## config.mk

```make
export PLATFORM = sky130hd
export DESIGN_NAME = pix_col_recorder
export DESIGN_NICKNAME = d
export VERILOG_FILES = /design/src/rtl/pcr_pkg.sv /design/src/rtl/pcr_bx_stamp.sv /design/src/rtl/pcr_group_scan.sv /design/src/rtl/pcr_record_store.sv /design/src/rtl/pix_col_recorder.sv
export SDC_FILE = /design/constraint.sdc
export NUM_CORES = 2
export LEC_CHECK = 0
export CORE_MARGIN = 5
export CORE_UTILIZATION = 50
export DETAILED_ROUTE_END_ITERATION = 6
export DONT_BUFFER_PORTS = 1
export SLEW_MARGIN = 40
export SYNTH_ARGS = -nofsm -noshare
export SYNTH_HDL_FRONTEND = slang
export SYNTH_HIERARCHICAL = 1
export SYNTH_SLANG_ARGS = --single-unit
```

## constraint.sdc

```tcl
create_clock -name clk -period 21.1 [get_ports clk]
set_input_delay 2.11 -clock clk [delete_from_list [all_inputs] [get_ports clk]]
set_output_delay 2.11 -clock clk [all_outputs]
set_load 0.05 [all_outputs]
```

## src/rtl/pcr_pkg.sv

```systemverilog
package pcr_pkg;

    // Index of the lowest set bit of a vector (0 when none is set).
    function automatic int unsigned first_set(input logic [31:0] vec);
        int unsigned idx;
        idx = 0;
        for (int i = 31; i >= 0; i--) begin
            if (vec[i]) idx = i;
        end
        return idx;
    endfunction

endpackage

```

## src/rtl/pcr_bx_stamp.sv

```systemverilog
module pcr_bx_stamp #(
    parameter int TS_W = 13
) (
    input  logic            clk,
    input  logic            rst_n,
    input  logic            start_i,
    input  logic            active_i,
    input  logic            strobe_i,
    output logic [TS_W-1:0] stamp_o
);
    localparam logic [TS_W-1:0] TS_MAX = '1;

    typedef struct packed {
        logic [TS_W-1:0] ts;
    } stamp_state_t;

    stamp_state_t st_d, st_q;

    always_comb begin
        st_d = st_q;
        if (start_i) begin
            st_d.ts = '0;
        end else if (strobe_i && active_i && (st_q.ts != TS_MAX)) begin
            st_d.ts = st_q.ts + 1'b1;
        end
    end

    always_ff @(posedge clk or negedge rst_n) begin
        if (!rst_n) st_q <= '0;
        else        st_q <= st_d;
    end

    assign stamp_o = st_q.ts;
endmodule

```

## src/rtl/pcr_group_scan.sv

```systemverilog
module pcr_group_scan
    import pcr_pkg::*;
#(
    parameter int GROUPS  = 7,
    parameter int GROUP_W = 6,
    parameter int TS_W    = 13,
    parameter int GIDX_W  = 3
) (
    input  logic                      clk,
    input  logic                      rst_n,
    input  logic                      start_i,
    input  logic                      active_i,
    input  logic                      strobe_i,
    input  logic [GROUPS*GROUP_W-1:0] hit_i,
    input  logic [GROUPS*GROUP_W-1:0] mask_i,
    input  logic [TS_W-1:0]           stamp_i,
    output logic                      wr_en_o,
    output logic [GROUP_W-1:0]        wr_pat_o,
    output logic [GIDX_W-1:0]         wr_gidx_o,
    output logic [TS_W-1:0]           wr_stamp_o,
    output logic                      busy_o
);
    localparam int NPIX = GROUPS * GROUP_W;

    typedef struct packed {
        logic [NPIX-1:0]   pat;
        logic [GROUPS-1:0] pend;
        logic [TS_W-1:0]   stamp;
    } scan_state_t;

    scan_state_t sc_d, sc_q;

    logic [NPIX-1:0]   masked;
    logic [GROUPS-1:0] grp_any;
    int unsigned       sel;

    assign masked = hit_i & ~mask_i;

    for (genvar g = 0; g < GROUPS; g++) begin : g_grp
        assign grp_any[g] = |masked[g*GROUP_W +: GROUP_W];
    end

    always_comb begin
        sel = first_set(32'(sc_q.pend));
        sc_d = sc_q;
        if (|sc_q.pend) begin
            sc_d.pend[sel] = 1'b0;
        end
        if (start_i) begin
            sc_d.pend = '0;
        end else if (strobe_i && active_i) begin
            sc_d.pat   = masked;
            sc_d.pend  = grp_any;
            sc_d.stamp = stamp_i;
        end
    end

    always_ff @(posedge clk or negedge rst_n) begin
        if (!rst_n) sc_q <= '0;
        else        sc_q <= sc_d;
    end

    assign wr_en_o    = |sc_q.pend;
    assign wr_pat_o   = sc_q.pat[sel*GROUP_W +: GROUP_W];
    assign wr_gidx_o  = GIDX_W'(sel);
    assign wr_stamp_o = sc_q.stamp;
    assign busy_o     = |sc_q.pend;
endmodule

```

## src/rtl/pcr_record_store.sv

```systemverilog
module pcr_record_store #(
    parameter int DEPTH  = 64,
    parameter int WORD_W = 30
) (
    input  logic              clk,
    input  logic              rst_n,
    input  logic              start_i,
    input  logic              active_i,
    input  logic              busy_i,
    input  logic              wr_en_i,
    input  logic [WORD_W-1:0] wr_word_i,
    output logic              rd_valid_o,
    input  logic              rd_ready_i,
    output logic [WORD_W-1:0] rd_data_o,
    output logic              rd_overflow_o,
    output logic              rd_empty_o
);
    localparam int ADDR_W = (DEPTH > 1) ? $clog2(DEPTH) : 1;
    localparam int PTR_W  = $clog2(DEPTH + 1);
    localparam logic [PTR_W-1:0] FULL = PTR_W'(DEPTH);

    typedef struct packed {
        logic [PTR_W-1:0] wr_ptr;
        logic [PTR_W-1:0] rd_ptr;
        logic             ovf;
    } store_state_t;

    store_state_t ss_d, ss_q;

    logic [WORD_W-1:0] mem_q [DEPTH];
    logic              fire;
    logic              wr_ok;

    assign rd_valid_o = !active_i && (ss_q.rd_ptr != ss_q.wr_ptr);
    assign fire       = rd_valid_o && rd_ready_i;
    assign wr_ok      = wr_en_i && !start_i && (ss_q.wr_ptr != FULL);

    always_comb begin
        ss_d = ss_q;
        if (start_i) begin
            ss_d = '0;
        end else begin
            if (wr_en_i) begin
                if (ss_q.wr_ptr == FULL) ss_d.ovf    = 1'b1;
                else                     ss_d.wr_ptr = ss_q.wr_ptr + 1'b1;
            end
            if (fire) begin
                if ((ss_q.rd_ptr + 1'b1 == ss_q.wr_ptr) && !wr_en_i) begin
                    ss_d.rd_ptr = '0;
                    ss_d.wr_ptr = '0;
                end else begin
                    ss_d.rd_ptr = ss_q.rd_ptr + 1'b1;
                end
            end
        end
    end

    always_ff @(posedge clk or negedge rst_n) begin
        if (!rst_n) ss_q <= '0;
        else        ss_q <= ss_d;
    end

    always_ff @(posedge clk) begin
        if (wr_ok) mem_q[ss_q.wr_ptr[ADDR_W-1:0]] <= wr_word_i;
    end

    assign rd_data_o     = mem_q[ss_q.rd_ptr[ADDR_W-1:0]];
    assign rd_overflow_o = ss_q.ovf;
    assign rd_empty_o    = !active_i && !busy_i && (ss_q.rd_ptr == ss_q.wr_ptr);
endmodule

```

## src/rtl/pix_col_recorder.sv

```systemverilog
module pix_col_recorder #(
    parameter int GROUPS  = 7,
    parameter int GROUP_W = 6,
    parameter int TS_W    = 13,
    parameter int DEPTH   = 64,
    parameter int WORD_W  = 30
) (
    input  logic                      clk,
    input  logic                      rst_n,
    input  logic                      train_start,
    input  logic                      train_active,
    input  logic                      bx_strobe,
    input  logic [GROUPS*GROUP_W-1:0] hit_i,
    input  logic [GROUPS*GROUP_W-1:0] mask_i,
    output logic                      rd_valid_o,
    input  logic                      rd_ready_i,
    output logic [WORD_W-1:0]         rd_data_o,
    output logic                      rd_overflow_o,
    output logic                      rd_empty_o
);
    localparam int GIDX_W = (GROUPS > 1) ? $clog2(GROUPS) : 1;
    localparam int USED_W = GROUP_W + GIDX_W + TS_W;

    logic [TS_W-1:0]    stamp;
    logic               wr_en;
    logic [GROUP_W-1:0] wr_pat;
    logic [GIDX_W-1:0]  wr_gidx;
    logic [TS_W-1:0]    wr_stamp;
    logic               busy;
    logic [WORD_W-1:0]  wr_word;

    pcr_bx_stamp #(.TS_W(TS_W)) u_stamp (
        .clk      (clk),
        .rst_n    (rst_n),
        .start_i  (train_start),
        .active_i (train_active),
        .strobe_i (bx_strobe),
        .stamp_o  (stamp)
    );

    pcr_group_scan #(
        .GROUPS(GROUPS), .GROUP_W(GROUP_W), .TS_W(TS_W), .GIDX_W(GIDX_W)
    ) u_scan (
        .clk        (clk),
        .rst_n      (rst_n),
        .start_i    (train_start),
        .active_i   (train_active),
        .strobe_i   (bx_strobe),
        .hit_i      (hit_i),
        .mask_i     (mask_i),
        .stamp_i    (stamp),
        .wr_en_o    (wr_en),
        .wr_pat_o   (wr_pat),
        .wr_gidx_o  (wr_gidx),
        .wr_stamp_o (wr_stamp),
        .busy_o     (busy)
    );

    assign wr_word = WORD_W'({wr_pat, wr_gidx, wr_stamp});

    pcr_record_store #(.DEPTH(DEPTH), .WORD_W(WORD_W)) u_store (
        .clk           (clk),
        .rst_n         (rst_n),
        .start_i       (train_start),
        .active_i      (train_active),
        .busy_i        (busy),
        .wr_en_i       (wr_en),
        .wr_word_i     (wr_word),
        .rd_valid_o    (rd_valid_o),
        .rd_ready_i    (rd_ready_i),
        .rd_data_o     (rd_data_o),
        .rd_overflow_o (rd_overflow_o),
        .rd_empty_o    (rd_empty_o)
    );

    initial begin
        if (USED_W > WORD_W) $error("record does not fit the output word");
    end
endmodule

```

==> results.yml <==
cells_and_area:
  drive_above_1_share_pct: 21.9
  multiInputGateArea_sq_mm: 0.0203
  layout.nets: 4579
  syn_to_final_growth_pct: 14.5
  final-seq-area_sq_mm: 0.0599
  fillers: 11600
  final_cells: 6702
floorplanning:
  row_count: 145
  start_util_pct: 50.4
  die_height_microns: 407
  die_w_microns: 407
  die_area_sq_mm: 0.166
  core_sq_mm: 0.157
  io_pins: 123
synth:
  synth.distinct_cells: 79
  ys_top_cells_by_area: "edfxtp_1 (73%), mux4_2 (12%), dfrtp_1 (2.9%)"
  synth_most_common_cell: "edfxtp_1"
  yosys_warnings: 6
  syn-cell-area_sq_mm: 0.0789
  syn_avg_cell_area_sq_um: 20.4
  yosysSeqAreaShare_pct: 75.9
  ys_top_cells_by_count: "edfxtp_1 (1920), mux4_2 (423), nand2_1 (210)"
  synth_top_area_share_pct: 73.1
  synth_edf_count: 1920
  synth_flop_cell: "edfxtp_1"
  synth.ff_latch_count: 2010
  synth_area_leader_cell: "edfxtp_1"
  synth-async-reset-ratio_pct: 4.48
  synthCells: 3873
clock_tree:
  clkLatencyLatePin_ns: 0.81
  cts_setup_buffers: 0
  htree_levels: 4
  cts_buffers: 201
  clock_path_buffers: 3
  cts_resized: 0
  cts-root-buf: "clkbuf_16"
  cts_tree: "yes"
  ctsHoldBuffers: 0
  clkSinkCount: 2010
  clkTransAtPathRegs_ns: 0.06
timing:
  setup_viol: 0
  hold_violations: 0
  rsz0062_at_grt: "no"
  fin_skew_ns: 0.0247
  maxSlewViolCount: 0
  finalSetupTns_ns: 0
  period_share_pct: 37.2
  max_freq_mhz: 127
  fin_crit_ns: 7.86
  maxSlewHeadroom_pct: 40.3
  worst-slew-pin-transition_ns: 0.896
drt:
  vias: 39600
  initialDrtViolationCount: 4034
  vias_per_cell: 5.91
  wire_per_inst_microns: 30.1
  first_pass_iters: 6
  drc: 0
  wirelength_microns: 202000
  postRouteAntennaNets: 0
pwr:
  leakage_nw: 29.1
  peakVddDrop_v: 0.0000827
  power.density_mw_per_mm2: 96.2
hold_path:
  min_path_type: "flip-flop to flip-flop"
  min_to: "u_scan/sc_q[20]$_DFFE_PN0P_"
  holdPathStages: 2
  min_from: "u_scan/sc_q[20]$_DFFE_PN0P_"
place:
  port_buffers: 0
  gp_congestion: 0.807
  dp_cells: 6333
  dpl.hpwl_microns: 109000
flow_run:
  cap_violations: 0
setup_path:
  start_kind: "flip-flop"
  crit_path_frequent_cell: "buf_12"
  path_class: "flip-flop to output port"
  crit_path_end_kind: "output port"
  rr_endpoint: "u_store/mem_q[8][17]$_DFFE_PP_"
  r2r_slack_ns: 16.19
  path_cells: "buf_12 > buf_16 > buf_12 > buf_16 > buf_12 > mux4_2 > mux2i_1 > a32oi_1 > a22o_1"
  critPathMaxStageDelay_ns: 0.88
  reg2reg_from: "u_scan/sc_q[14]$_DFFE_PN0P_"
  critPathArrivalTime_ns: 5.75
  cpMaxStageDelayCell: "dfrtp_4"
  critPathRequiredTime_ns: 18.99
  reg2reg_depth: 11
  worst-path-max-fanout: 73
outcome:
  status: "completed"
global_route:
  grt_max_degree: 123
  antenna_found_initial: 5
  grt_pass1_vias: 40000
  grt_pass1_wl_microns: 290000
  grt_overflow: 0
  grt_usage_pct: 24.3
how the worst max path moves through the flow:
| stage | depth (start not counted) | slack (ns) | startpoint | to |
|---|---|---|---|---|
| after CTS | 8 | 13.04 | u_store/ss_q[1]$_DFFE_PN0P_ | rd_data_o[23] |
| after detailed placement | 8 | 13.92 | u_store/ss_q[1]$_DFFE_PN0P_ | rd_data_o[23] |
| final | 9 | 13.24 | u_store/ss_q[1]$_DFFE_PN0P_ | rd_data_o[23] |
| after global placement | 7 | 13.78 | u_store/ss_q[1]$_DFFE_PN0P_ | rd_data_o[6] |
| after global routing | 9 | 12.79 | u_store/ss_q[1]$_DFFE_PN0P_ | rd_data_o[23] |
| after floorplan | 10 | 12.74 | u_scan/sc_q[18]$_DFFE_PN0P_ | u_store/mem_q[0][17]$_DFFE_PP_ |
sequential cells by signal (all words and copies together) (netlist names):
name and flops:
u_store/rd_overflow_o 1, u_scan/sc_q 49, u_store/mem_q 1920, u_stamp/stamp_o 13, u_scan/wr_stamp_o 13, u_store/ss_q 14
final cells by class:
class	count	area share, %
Sequential cell	2010	66.4
Clock inverter	98	0.928
Inverter	18	0.0859
Multi-Input combinational cell	2114	22.5
Tap cell	2058	2.85
Antenna cell	1	0.00277
Timing Repair Buffer	137	1.43
Clock buffer	266	5.86
where the power goes:
group	switching [mW]	total [mW]	internal, mW
registers	0.0258	4.53	4.51
clock network	1.46	3.35	1.89
logic	0.531	0.805	0.274
kinds of logic (layout without fill, tap and decap cells):
logic type	Yosys count	in the layout	share of synthesized area [%]
XOR/XNOR	21	21	0.252
AND/OR/NAND/NOR	503	503	2.89
other	1	513	0.00475
multiplexers	675	675	15.4
buffers and inverters	260	519	1.68
AO/OA/AOI/OAI	396	396	3.75
adder cells (fa/ha/maj)	7	7	0.121
flip-flops	2010	2010	75.9
through the flow:
step	total power [mW]	utilization [%]	hold WS, ns	worst slack, ns	cell area [sq um]
floorplan	5.16	-	0.449	12.74	80800
global placement	5.40	53.5	0.479	13.78	83800
detailed placement	5.41	53.7	0.476	13.92	84000
CTS	8.75	57.6	0.490	13.04	90200
global route	9.00	57.7	0.534	12.79	90300
finish	8.69	57.7	0.482	13.24	90300
per-layer routing:
layer  up-vias  wire length, microns  track usage, %
met2      1581                 96800            38.9
met3       292                 17300            5.53
li1      16800                     -               -
met1     21000                 82500            34.3
met4         6                  5110            6.31
met5         -                    41               0
layout by cell type, fill, tap and decap left out, types with 47 or more instances in the layout:
master	netlist	routed
a32oi_1	62	62
buf_4	37	116
clkbuf_1	98	63
clkbuf_16	0	201
conb_1	1	512
dfrtp_1	90	73
edfxtp_1	1920	1920
mux2_2	47	47
mux2i_1	204	204
mux4_2	423	423
nand2_1	210	206
nor2_1	132	67
nor2_4	0	64
o21ai_0	76	76
worst max-delay path, delay by kind of cell, from the launching register on:
kind	cells	cell delay, ns
mux	2	0.45
buf+inv	5	2.11
compound gates	2	1.26
flops	1	0.88
Note: power is estimated with default switching activity, not from simulation.
